===== src/rtl/mra_pkg.sv =====
package mra_pkg;
  function automatic int idx_w(input int n);
    return (n > 1) ? $clog2(n) : 1;
  endfunction
  function automatic int cnt_w(input int n);
    return $clog2(n + 1);
  endfunction
endpackage


===== src/rtl/mra_popcount.sv =====
module mra_popcount #(
  parameter int N = 4,
  parameter int W = 3
) (
  input  logic [N-1:0] bits_i,
  output logic [W-1:0] cnt_o
);
  always_comb begin
    cnt_o = '0;
    for (int i = 0; i < N; i++) cnt_o = cnt_o + W'(bits_i[i]);
  end
endmodule


===== src/rtl/mra_cam.sv =====
// Append-only CAM; valid bits fill in order so the count is the next free slot.
module mra_cam #(
  parameter int DEPTH = 2,
  parameter int KW    = 8,
  localparam int IW   = mra_pkg::idx_w(DEPTH),
  localparam int CW   = mra_pkg::cnt_w(DEPTH)
) (
  input  logic             clk_i,
  input  logic             rst_ni,
  input  logic             clr_i,
  input  logic             wr_i,
  input  logic [KW-1:0]    key_i,
  output logic [DEPTH-1:0] match_o,
  output logic             full_o,
  output logic [CW-1:0]    count_o,
  input  logic [IW-1:0]    rd_idx_i,
  output logic [KW-1:0]    rd_key_o,
  output logic             rd_vld_o
);
  logic [DEPTH-1:0] vld_q;
  logic [KW-1:0]    key_q [DEPTH];

  mra_popcount #(.N(DEPTH), .W(CW)) u_cnt (.bits_i(vld_q), .cnt_o(count_o));
  assign full_o = &vld_q;

  always_ff @(posedge clk_i or negedge rst_ni) begin
    if (!rst_ni) begin
      vld_q <= '0;
      for (int i = 0; i < DEPTH; i++) key_q[i] <= '0;
    end else if (clr_i) begin
      vld_q <= '0;
    end else if (wr_i && !full_o) begin
      for (int i = 0; i < DEPTH; i++) begin
        if (count_o == CW'(i)) begin
          vld_q[i] <= 1'b1;
          key_q[i] <= key_i;
        end
      end
    end
  end

  for (genvar g = 0; g < DEPTH; g++) begin : g_match
    assign match_o[g] = vld_q[g] && (key_q[g] == key_i);
  end

  always_comb begin
    rd_key_o = '0;
    rd_vld_o = 1'b0;
    for (int i = 0; i < DEPTH; i++) begin
      if (rd_idx_i == IW'(i)) begin
        rd_key_o = key_q[i];
        rd_vld_o = vld_q[i];
      end
    end
  end
endmodule


===== src/rtl/mra_fault_list.sv =====
// Paired row/column CAM holding uncovered, non-forcing faults.
module mra_fault_list #(
  parameter int DEPTH = 8,
  parameter int ROW_W = 8,
  parameter int COL_W = 8,
  localparam int IW   = mra_pkg::idx_w(DEPTH),
  localparam int CW   = mra_pkg::cnt_w(DEPTH)
) (
  input  logic             clk_i,
  input  logic             rst_ni,
  input  logic             clr_i,
  input  logic             wr_i,
  input  logic [ROW_W-1:0] row_i,
  input  logic [COL_W-1:0] col_i,
  output logic [DEPTH-1:0] row_match_o,
  output logic [DEPTH-1:0] col_match_o,
  output logic [DEPTH-1:0] pair_match_o,
  output logic             full_o,
  output logic [CW-1:0]    count_o,
  input  logic [IW-1:0]    rd_idx_i,
  output logic [ROW_W-1:0] rd_row_o,
  output logic [COL_W-1:0] rd_col_o,
  output logic             rd_vld_o
);
  logic [DEPTH-1:0] vld_q;
  logic [ROW_W-1:0] row_q [DEPTH];
  logic [COL_W-1:0] col_q [DEPTH];

  mra_popcount #(.N(DEPTH), .W(CW)) u_cnt (.bits_i(vld_q), .cnt_o(count_o));
  assign full_o = &vld_q;

  always_ff @(posedge clk_i or negedge rst_ni) begin
    if (!rst_ni) begin
      vld_q <= '0;
      for (int i = 0; i < DEPTH; i++) begin
        row_q[i] <= '0;
        col_q[i] <= '0;
      end
    end else if (clr_i) begin
      vld_q <= '0;
    end else if (wr_i && !full_o) begin
      for (int i = 0; i < DEPTH; i++) begin
        if (count_o == CW'(i)) begin
          vld_q[i] <= 1'b1;
          row_q[i] <= row_i;
          col_q[i] <= col_i;
        end
      end
    end
  end

  for (genvar g = 0; g < DEPTH; g++) begin : g_match
    assign row_match_o[g]  = vld_q[g] && (row_q[g] == row_i);
    assign col_match_o[g]  = vld_q[g] && (col_q[g] == col_i);
    assign pair_match_o[g] = row_match_o[g] && col_match_o[g];
  end

  always_comb begin
    rd_row_o = '0;
    rd_col_o = '0;
    rd_vld_o = 1'b0;
    for (int i = 0; i < DEPTH; i++) begin
      if (rd_idx_i == IW'(i)) begin
        rd_row_o = row_q[i];
        rd_col_o = col_q[i];
        rd_vld_o = vld_q[i];
      end
    end
  end
endmodule


===== src/rtl/mra_fault_capture.sv =====
module mra_fault_capture #(
  parameter int SPR   = 2,
  parameter int SPC   = 2,
  parameter int ROW_W = 8,
  parameter int COL_W = 8,
  localparam int FL_DEPTH = 2 * SPR * SPC,
  localparam int FIW = mra_pkg::idx_w(FL_DEPTH),
  localparam int FCW = mra_pkg::cnt_w(FL_DEPTH),
  localparam int RIW = mra_pkg::idx_w(SPR),
  localparam int RCW = mra_pkg::cnt_w(SPR),
  localparam int CIW = mra_pkg::idx_w(SPC),
  localparam int CCW = mra_pkg::cnt_w(SPC)
) (
  input  logic             clk_i,
  input  logic             rst_ni,
  input  logic             clear_i,
  input  logic             test_done_i,
  input  logic             fault_valid_i,
  input  logic [ROW_W-1:0] fault_row_i,
  input  logic [COL_W-1:0] fault_col_i,
  output logic             row_must_o,
  output logic             col_must_o,
  output logic [RCW-1:0]   used_rows_o,
  output logic [CCW-1:0]   used_cols_o,
  output logic [FCW-1:0]   fault_cnt_o,
  output logic             overflow_o,
  output logic             unrepairable_o,
  input  logic [FIW-1:0]   fl_rd_idx_i,
  output logic [ROW_W-1:0] fl_rd_row_o,
  output logic [COL_W-1:0] fl_rd_col_o,
  output logic             fl_rd_vld_o,
  input  logic [RIW-1:0]   sr_rd_idx_i,
  output logic [ROW_W-1:0] sr_rd_row_o,
  output logic             sr_rd_vld_o,
  input  logic [CIW-1:0]   sc_rd_idx_i,
  output logic [COL_W-1:0] sc_rd_col_o,
  output logic             sc_rd_vld_o
);
  logic [FL_DEPTH-1:0] fl_row_match, fl_col_match, fl_pair_match;
  logic                fl_full, fl_wr;
  logic [SPR-1:0]      sr_match;
  logic [SPC-1:0]      sc_match;
  logic                sr_full, sc_full, sr_wr, sc_wr;
  logic [FCW-1:0]      row_hits, col_hits;
  logic                fire, covered, dup, row_must, col_must, fresh;
  logic                spare_short, fl_ovf;
  logic                ovf_q, unrep_q;

  mra_fault_list #(.DEPTH(FL_DEPTH), .ROW_W(ROW_W), .COL_W(COL_W)) u_fl (
    .clk_i, .rst_ni, .clr_i(clear_i), .wr_i(fl_wr),
    .row_i(fault_row_i), .col_i(fault_col_i),
    .row_match_o(fl_row_match), .col_match_o(fl_col_match), .pair_match_o(fl_pair_match),
    .full_o(fl_full), .count_o(fault_cnt_o),
    .rd_idx_i(fl_rd_idx_i), .rd_row_o(fl_rd_row_o), .rd_col_o(fl_rd_col_o), .rd_vld_o(fl_rd_vld_o)
  );

  mra_cam #(.DEPTH(SPR), .KW(ROW_W)) u_spare_rows (
    .clk_i, .rst_ni, .clr_i(clear_i), .wr_i(sr_wr), .key_i(fault_row_i),
    .match_o(sr_match), .full_o(sr_full), .count_o(used_rows_o),
    .rd_idx_i(sr_rd_idx_i), .rd_key_o(sr_rd_row_o), .rd_vld_o(sr_rd_vld_o)
  );

  mra_cam #(.DEPTH(SPC), .KW(COL_W)) u_spare_cols (
    .clk_i, .rst_ni, .clr_i(clear_i), .wr_i(sc_wr), .key_i(fault_col_i),
    .match_o(sc_match), .full_o(sc_full), .count_o(used_cols_o),
    .rd_idx_i(sc_rd_idx_i), .rd_key_o(sc_rd_col_o), .rd_vld_o(sc_rd_vld_o)
  );

  mra_popcount #(.N(FL_DEPTH), .W(FCW)) u_row_hits (.bits_i(fl_row_match), .cnt_o(row_hits));
  mra_popcount #(.N(FL_DEPTH), .W(FCW)) u_col_hits (.bits_i(fl_col_match), .cnt_o(col_hits));

  always_comb begin
    fire     = fault_valid_i && !test_done_i && !unrep_q && !clear_i;
    covered  = (|sr_match) || (|sc_match);
    dup      = |fl_pair_match;
    fresh    = fire && !covered && !dup;
    // a row with SPC stored faults plus this one exceeds what columns can fix
    row_must = fresh && (row_hits >= FCW'(SPC));
    col_must = fresh && (col_hits >= FCW'(SPR));
    sr_wr    = row_must && !sr_full;
    sc_wr    = col_must && !sc_full;
    spare_short = (row_must && sr_full) || (col_must && sc_full);
    fl_wr    = fresh && !row_must && !col_must && !fl_full;
    fl_ovf   = fresh && !row_must && !col_must && fl_full;
  end

  always_ff @(posedge clk_i or negedge rst_ni) begin
    if (!rst_ni) begin
      ovf_q   <= 1'b0;
      unrep_q <= 1'b0;
    end else if (clear_i) begin
      ovf_q   <= 1'b0;
      unrep_q <= 1'b0;
    end else begin
      if (fl_ovf) ovf_q <= 1'b1;
      if (fl_ovf || spare_short) unrep_q <= 1'b1;
    end
  end

  assign row_must_o     = row_must;
  assign col_must_o     = col_must;
  assign overflow_o     = ovf_q;
  assign unrepairable_o = unrep_q;
endmodule


===== config.mk =====
export PLATFORM = sky130hd
export DESIGN_NAME = mra_fault_capture
export DESIGN_NICKNAME = d
export VERILOG_FILES = /design/src/rtl/mra_pkg.sv /design/src/rtl/mra_popcount.sv /design/src/rtl/mra_cam.sv /design/src/rtl/mra_fault_list.sv /design/src/rtl/mra_fault_capture.sv
export SDC_FILE = /design/constraint.sdc
export NUM_CORES = 1
export LEC_CHECK = 0
export CAP_MARGIN = 20
export CORE_MARGIN = 4
export CORE_UTILIZATION = 56
export DETAILED_ROUTE_END_ITERATION = 7
export PLACE_DENSITY_LB_ADDON = 0.2
export SYNTH_ARGS = -nofsm -noshare
export SYNTH_HDL_FRONTEND = slang
export SYNTH_SLANG_ARGS = --single-unit

===== constraint.sdc =====
create_clock -name clk_i -period 14.15 [get_ports clk_i]
set_input_delay 1.415 -clock clk_i [delete_from_list [all_inputs] [get_ports clk_i]]
set_output_delay 1.415 -clock clk_i [all_outputs]
set_load 0.05 [all_outputs]

Yosys cells after proc, flatten, opt, wreduce, memory -nomap -nowiden:

Cells that the tools add are included.

* register bits after elaboration: 174
* output and inout bits: 47
* word-level logic and storage cells: 256

* add/subtract/negate cells: 23
* $lt $le $gt $ge: 2
* eq/ne operators: 36
* muxes and demuxes: 50
* bitwise gates (word level): 1
* reductions and logical operators: 110

Operators with widths (number)
* == test 8 bit: 20
* 2-to-1 mux 8 bit: 20
* adder 4 x 1 -> 4 bit: 16
* logical AND 1 bit: 46
* AND reduction 3 bit: 12
* nonzero test 2 bit: 17
* AND reduction 2 bit: 14
* 2-to-1 mux 1 bit: 26
* == test 4 x 3 -> 1 bit, second input constant: 4
* == test 3 bit, second input constant: 4
* adder 1 x 1 -> 2 bit: 5
* logical NOT 1 bit: 10
* == test 4 x 2 -> 1 bit, second input constant: 2
* >= comparator 4 x 2 -> 1 bit, second input constant: 2
* 2-to-1 mux 2 bit: 4
* AND reduction 8 bit: 1
* OR reduction 8 bit: 1
* == test 3 x 2 -> 1 bit, second input constant: 2
* adder 3 x 1 -> 4 bit: 1
* == test 2 x 1 -> 1 bit, second input constant: 2
* == test 4 x 1 -> 1 bit, second input constant: 1
* logical NOT 2 bit: 2
* logical NOT 4 bit: 1
* OR reduction 2 bit: 2
* 5 further kinds: 7

Longest topological paths before layout:

Gate-level depths: netlist of the first run.

* depth in word-level cells: 18
* depth in mapped cells: 20
* gate-level depth less buffers: 17

Hierarchy:

Synthesis of the first run repeated with hierarchy kept, for this count alone.

* cells, all modules: 960
* area total of the unflattened synthesis: 10980.5 um^2

Modules (own cells, without submodules)
* mra_fault_list: instances 1, cells an instance 710, area each 8157.8 um^2
* mra_cam: instances 2, cells an instance 76, area each 1026.0 um^2
* mra_popcount (u_col_hits ...): instances 3, cells an instance 24, area each 190.2 um^2
* mra_fault_capture: instances 1, cells an instance 24, area each 175.2 um^2
* mra_popcount (u_spare_cols.u_cnt ...): instances 2, cells an instance 1, area each 12.5 um^2

Worst setup path after synthesis of the first run:

OpenSTA, ideal clock, no wires.

* path type: input port to output port
* start: input fault_col_i[7]
* end: output col_must_o
* data arrival time: 4.931 ns
* required time: 12.735 ns
* slack: 7.804 ns
* cell stages on the path: 15
* cells stage by stage: buf_4 > xnor2_1 > nand3_1 > nor4_1 > ha_1 > fa_1 > fa_1 > fa_1 > inv_1 > fa_1 > nor2_1 > nand2_1 > a21oi_1 > o21ai_0 > and2_1

* longest elaborated chain between the ends: 11
* elaborated cells on any way between the ends: 44
* classes of those cells: add/sub (7); order compare (1); eq/ne (10); reduce/logical (26)

RTL lines
* start: declaration: line mra_fault_capture.sv:20 `input logic [COL_W-1:0] fault_col_i,`
* == test 8 bit: line mra_fault_list.sv:54 `assign col_match_o[g] = vld_q[g] && (col_q[g] == col_i);`
* logical AND 1 bit: line mra_fault_list.sv:54
* adder 1 x 1 -> 2 bit: line mra_popcount.sv:10 `for (int i = 0; i < N; i++) cnt_o = cnt_o + W'(bits_i[i]);`
* adder 4 x 1 -> 4 bit (6 in a row): line mra_popcount.sv:10
* >= comparator 4 x 2 -> 1 bit: line mra_fault_capture.sv:79 `col_must = fresh && (col_hits >= FCW'(SPR));`
* logical AND 1 bit *: line mra_fault_capture.sv:79
* end: declaration: line mra_fault_capture.sv:22 `output logic col_must_o,`

Mark *: on every way between the ends. The rest lies on a longest branch, timed or not.

Worst setup path in the final report of the first run:

* start: input fault_col_i[6]
* end: output col_must_o

The elaborated chain is that of the path after synthesis.

==> results of run 1 <==
==> flip-flops by register name, indices dropped and copies added, names as in the netlist <==
signal / flops
u_spare_rows.vld_q: 2
u_fl.row_q: 64
u_fl.vld_q: 8
overflow_o: 1
unrepairable_o: 1
u_spare_cols.key_q: 16
u_spare_cols.vld_q: 2
u_fl.col_q: 64
u_spare_rows.key_q: 16
==> power breakdown <==
part	internal, mW	leakage [nW]	switching, mW
Clock	0.304	0.312	0.212
Sequential	0.522	2.39	0.0263
Combinational	0.0789	2.67	0.104
==> path summary, 6_finish.rpt <==
kind / from / to / slack [ns] / cells past startpoint
max in group asynchronous: rst_ni / u_fl.col_q[10] / 12.00 / 2
min in group asynchronous: rst_ni / u_spare_rows.key_q[1] / 0.90 / 1
setup / recovery: fault_col_i[6] / col_must_o / 5.65 / 16
setup reg to reg: u_fl.col_q[62] / u_fl.row_q[37] / 8.20 / 18
hold reg to reg: u_fl.vld_q[6] / u_fl.vld_q[6] / 0.50 / 1
hold / removal: u_fl.vld_q[6] / u_fl.vld_q[6] / 0.50 / 1
==> Yosys cell counts, types with 19 or more instances <==
cell type  instances  area (sq um)
clkbuf_1          35           131
nand2_1           51           191
nand4_1           24           150
mux2_2           171          1930
xnor2_1          133          1160
a21oi_1           20           100
nor4_1            19           119
inv_1             34           128
xor2_1            28           245
o21ai_0           42           210
nand3_1           23           115
dfrtp_1          174          4350
==> cell families after synthesis <==
group / count (synthesis) / synth area share (%)
AOI/OAI and AO/OA: 106 / 6.37
DFF: 174 / 41.2
and+or+nand+nor: 166 / 8.54
buffers and inverters: 104 / 4.99
xor gates and xnor gates: 161 / 13.3
adders and majority gates: 26 / 3.93
muxes: 199 / 21.6
==> cell type report <==
cell class              instances  share of cell area, %
clock buffers                  18                   3.66
clock inverters                14                   1.69
inverters                      34                   1.06
multi-input cells             658                   47.4
flip-flops and latches        174                   36.3
well taps                     229                   2.39
repair buffers                 96                   7.51
==> layer usage <==
layer  global-route usage (%)  wire, microns  vias up
li1                         -              -     3348
met3                     6.42           1750       54
met4                     7.69            683        0
met1                     40.1          13400     3815
met5                        0              0        -
met2                     39.8          12500      263
==> worst reg2reg max path: stages, from the launching register on <==
cell     delay (ns)
dfrtp_1        0.41
xnor2_1        0.17
nand3_1        0.17
nor4_1         0.47
ha_1           0.34
fa_1           0.50
fa_1           0.54
fa_1           0.22
inv_1          0.07
fa_1           0.37
nor2_1         0.09
nand2_1        0.06
a21oi_1        0.12
o21ai_0        0.28
or2_2          0.40
nor3_1         0.20
nand4_1        0.63
buf_4          0.48
mux2_2         0.31
==> results.sh, run 1 <==
export IMPL_status="finished, final reports clean"
export IMPL_insertion_delay_ns=0.44
export IMPL_holdBufCountCts=0
export IMPL_synth_distinct_cells=48
export IMPL_fin_crit_sh_pct=60.0
export IMPL_final_common_cell="dfrtp_1"
export IMPL_cts_inserted_buffers=17
export IMPL_crit_type="in -> out"
export IMPL_required_ns=12.73
export IMPL_ys_warn_count=0
export IMPL_grt_pass1_vias=7598
export IMPL_antenna_left=0
export IMPL_irDropWorstVdd_v=0.0000804
export IMPL_p_per_area_mw_per_mm2=104
export IMPL_path_cells="clkdlybuf4s50_1, xnor2_1, nand3_1, nor4_1, ha_1, fa_1, fa_1, fa_1, inv_1, fa_1, nor2_1, nand2_1, a21oi_1, o21ai_0, and2_1, clkdlybuf4s50_1"
export IMPL_finalSetupTns_ns=0
export IMPL_postCtsResizedCells=0
export IMPL_rsz0062_at_grt="false"
export IMPL_initial_utilization_pct=57.9
export IMPL_leakagePower_nw=5.37
export IMPL_firstDrtPassIters=4
export IMPL_fin_area_sq_mm=0.0120
export IMPL_finClkSkew_ns=0.00966
export IMPL_synth_edf_count=0
export IMPL_layout_common_cells="174 x dfrtp_1, 171 x mux2_2, 133 x xnor2_1"
export IMPL_clk_pin_slew_ns=0.07
export IMPL_synth_top_flop_cell="dfrtp_1"
export IMPL_syn2layout_area_growth_pct=13.5
export IMPL_cp_num_buf_inv=3
export IMPL_power_total_mw=1.25
export IMPL_htree_levels=4
export IMPL_finalWirelength_mm=28.4
export IMPL_final_max_slew_violation_count=0
export IMPL_period_minus_slack_ns=8.50
export IMPL_root_buffer="clkbuf_16"
export IMPL_num_vias=7480
export IMPL_portBuffers=72
export IMPL_finalWorstSetupSlack_ns=5.65
export IMPL_gr_total_overflow=0
export IMPL_max_slew_margin_pct=34.1
export IMPL_antenna_found_initial=0
export IMPL_placedInstanceArea_sq_mm=0.0114
export IMPL_layout_cells_non_filler=1223
export IMPL_multi_input_comb_area_sq_mm=0.00569
export IMPL_fillCellCount=1425
export IMPL_pre_cts_slack_ns=5.74
export IMPL_cts_tree="done"
export IMPL_cts_sinks=174
export IMPL_cp_top_family="adder cells"
export IMPL_antenna_cells=0
export IMPL_drc=0
export IMPL_syn_area_sq_mm=0.0106
export IMPL_max_freq_ghz=0.118
export IMPL_wl_per_cell_microns=23.2
export IMPL_syn_avg_cell_area_sq_um=11.3
export IMPL_critPathLaunchType="input port"
export IMPL_grt_use_total_pct=27.1
export IMPL_final_hold_violation_count=0
export IMPL_die_area_sq_mm=0.0211
export IMPL_ys_seq_elements=174
export IMPL_yosysSeqAreaShare_pct=41.2
export IMPL_clk_path_buf_depth=2
export IMPL_place_gp_congestion=0.890
export IMPL_synth_net_count=988
export IMPL_critPathArrivalTime_ns=7.08
export IMPL_synth_cells=936
export IMPL_num_rows=49
export IMPL_worst_path_max_delay_cell="clkdlybuf4s50_1"
export IMPL_postCtsSetupBuffers=0
export IMPL_placed_cells=1191
export IMPL_cp_max_fo=20
export IMPL_worst_pin_slew_ns=0.981
export IMPL_holdWs_ns=0.505
export IMPL_seqCellArea_sq_mm=0.00435
export IMPL_die_x_microns=145
export IMPL_layout_nets=1033
export IMPL_cpMostUsedCell="fa_1"
export IMPL_utilization_pct=65.7
export IMPL_dp_hpwl_mm=19.0
export IMPL_drive_gt1_share_pct=24.9
export IMPL_grt_start_max_net_pins=65
export IMPL_slowest_delay_ns=1.05
export IMPL_routed_via_density=6.12
export IMPL_drv_cap=0
export IMPL_ios=73
export IMPL_dr_first_iter_drc_count=637
export IMPL_core_area_sq_mm=0.0183
export IMPL_setup_viol=0
export IMPL_hold_class="reg -> reg"
export IMPL_crit_path_end_kind="output pin"
export IMPL_ys_async_sr_fraction_pct=100
export IMPL_grt_pass1_wl_mm=44.6
export IMPL_dieHeight_microns=145
Power figures use the tool's default switching activity.
==> inputs of run 2 (changes only) <==
--- a/config.mk
+++ b/config.mk
@@ -7,7 +7,7 @@
 export LEC_CHECK = 0
 export CAP_MARGIN = 20
 export CORE_MARGIN = 4
-export CORE_UTILIZATION = 56
+export CORE_UTILIZATION = 54
 export DETAILED_ROUTE_END_ITERATION = 7
 export PLACE_DENSITY_LB_ADDON = 0.2
 export SYNTH_ARGS = -nofsm -noshare
==> constraint.sdc (replaced) <==
create_clock -name clk_i -period 7.5 [get_ports clk_i]
set_input_delay 0.75 -clock clk_i [delete_from_list [all_inputs] [get_ports clk_i]]
set_output_delay 0.75 -clock clk_i [all_outputs]
set_load 0.05 [all_outputs]
==> run 2 against run 1 <==
Net effect: non-clock buffer count up 12; combinational power up 90%; utilization down 1.8 points; final area up 0.83%; global-route usage down 0.84 points; register-to-register slack worse by 6.3 ns; sequential share of layout area down 0.30 points; clock power up 76%; worst hold slack worse by 0.11 ns; via count down 0.28%; clock skew down 0.00095 ns; critical path depth unchanged; critical path type unchanged.
==> results.sh, run 2 (same netlist as run 1, synthesis figures left out) <==
export IMPL_drv_cap=0
export IMPL_path_cells="clkdlybuf4s50_1, xnor2_1, nand4_1, nor4_1, ha_1, inv_1, fa_1, fa_1, inv_1, fa_1, inv_1, fa_1, a2111oi_0, o21ai_0, and2_1, clkdlybuf4s50_1"
export IMPL_seqCellArea_sq_mm=0.00435
export IMPL_leakagePower_nw=5.40
export IMPL_layout_common_cells="174 x dfrtp_1, 171 x mux2_2, 133 x xnor2_1"
export IMPL_setup_viol=0
export IMPL_final_common_cell="dfrtp_1"
export IMPL_num_rows=50
export IMPL_syn2layout_area_growth_pct=14.5
export IMPL_max_freq_ghz=0.149
export IMPL_r2r_end="u_fl.row_q[54]"
export IMPL_postCtsSetupBuffers=0
export IMPL_die_x_microns=148
export IMPL_postCtsResizedCells=0
export IMPL_antenna_left=0
export IMPL_place_gp_congestion=0.933
export IMPL_antenna_found_initial=1
export IMPL_worst_path_max_delay_cell="clkdlybuf4s50_1"
export IMPL_cp_max_fo=8
export IMPL_layout_nets=1045
export IMPL_cp_depth=16
export IMPL_cts_inserted_buffers=17
export IMPL_holdBufCountCts=0
export IMPL_dp_hpwl_mm=19.4
export IMPL_hold_class="in -> async"
export IMPL_core_area_sq_mm=0.0190
export IMPL_final_max_slew_violation_count=0
export IMPL_insertion_delay_ns=0.43
export IMPL_rsz0062_at_grt="false"
export IMPL_fin_crit_sh_pct=89.6
export IMPL_worst_pin_slew_ns=1.12
export IMPL_gr_total_overflow=0
export IMPL_critPathLaunchType="input port"
export IMPL_clk_path_buf_depth=2
export IMPL_reg2reg_setup_slack_ns=1.92
export IMPL_portBuffers=72
export IMPL_crit_path_end_kind="output pin"
export IMPL_cp_num_buf_inv=5
export IMPL_rr_worst_depth=18
export IMPL_crit_type="in -> out"
export IMPL_drive_gt1_share_pct=25.8
export IMPL_num_vias=7459
export IMPL_cts_tree="done"
export IMPL_ios=73
export IMPL_cts_sinks=174
export IMPL_wl_per_cell_microns=22.0
export IMPL_grt_start_max_net_pins=97
export IMPL_antenna_cells=0
export IMPL_routed_via_density=5.89
export IMPL_root_buffer="clkbuf_16"
export IMPL_p_per_area_mw_per_mm2=189
export IMPL_power_total_mw=2.28
export IMPL_drc=0
export IMPL_critPathArrivalTime_ns=5.97
export IMPL_worstReg2RegStart="u_fl.row_q[59]"
export IMPL_final_hold_violation_count=0
export IMPL_period_minus_slack_ns=6.72
export IMPL_max_slew_margin_pct=24.9
export IMPL_cp_top_family="adder cells"
export IMPL_finalSetupTns_ns=0
export IMPL_dr_first_iter_drc_count=588
export IMPL_initial_utilization_pct=55.8
export IMPL_clk_pin_slew_ns=0.07
export IMPL_irDropWorstVdd_v=0.000155
export IMPL_grt_use_total_pct=26.2
export IMPL_grt_pass1_vias=7554
export IMPL_status="finished, final reports clean"
export IMPL_finClkSkew_ns=0.00872
export IMPL_firstDrtPassIters=7
export IMPL_dieHeight_microns=148
export IMPL_required_ns=6.75
export IMPL_cpMostUsedCell="fa_1"
export IMPL_fillCellCount=1541
export IMPL_die_area_sq_mm=0.0219
export IMPL_multi_input_comb_area_sq_mm=0.00569
export IMPL_htree_levels=4
export IMPL_reg_top3="u_fl.col_q x64, u_fl.row_q x64"
export IMPL_finalWirelength_mm=27.9
export IMPL_grt_pass1_wl_mm=44.2
export IMPL_slowest_delay_ns=0.81
[run 2: how the worst max path moves through the flow]
| stage | endpoint | start | slack (ns) |
|---|---|---|---|
| after floorplan | u_fl.col_q[53] | fault_row_i[7] | 1.99 |
| after global placement | row_must_o | fault_row_i[0] | 0.98 |
| after detailed placement | row_must_o | fault_row_i[2] | 0.87 |
| after CTS | row_must_o | fault_row_i[2] | 0.83 |
| after global routing | row_must_o | fault_row_i[2] | 0.34 |
| final | row_must_o | fault_row_i[2] | 0.78 |
[run 2: area by class of cell]
| cell class | instances | share of cell area (%) |
|---|---|---|
| timing repair buffer | 108 | 8.32 |
| tap | 260 | 2.69 |
| multi-input combinational | 658 | 47.0 |
| sequential | 174 | 36.0 |
| clock inverter | 14 | 1.30 |
| clock buffer | 18 | 3.63 |
| inverter | 34 | 1.05 |
[run 2: report_power, final]
group	internal, mW	leakage, nW	switching (mW)
registers	0.984	2.39	0.0460
clock network	0.506	0.278	0.400
logic	0.153	2.74	0.195
[run 2: per-stage QoR]
stage	utilization, %	setup WS [ns]	hold WS [ns]	instance area [sq um]	instances
finish	63.8	0.778	0.393	12100	1266
detailed placement	60.5	0.866	0.505	11500	1233
global placement	60.5	0.978	0.506	11500	1233
floorplan	-	1.99	0.454	10600	936
global route	63.8	0.338	0.462	12100	1266
CTS	63.7	0.829	0.455	12100	1265
[run 2: routing by layer]
metal / vias up / routed length, microns / GRT usage [%]
li1: 3374 / - / -
met1: 3737 / 12900 / 38.3
met2: 294 / 12200 / 38.8
met3: 52 / 2130 / 6.50
met4: 2 / 637 / 8.13
met5: - / 7 / 0
[run 2: worst reg2reg max path: stages (launching register included)]
cell and delay, ns:
dfrtp_1 0.40, xnor2_1 0.21, nand4_1 0.18, nor4_1 0.38, ha_1 0.32, inv_1 0.08
fa_1 0.44, fa_1 0.43, inv_1 0.08, fa_1 0.20, inv_1 0.07, fa_1 0.38
a2111oi_0 0.38, o21ai_0 0.32, or2_2 0.37, nor3_1 0.21, nor4b_4 0.24, buf_4 0.37
mux2_2 0.40
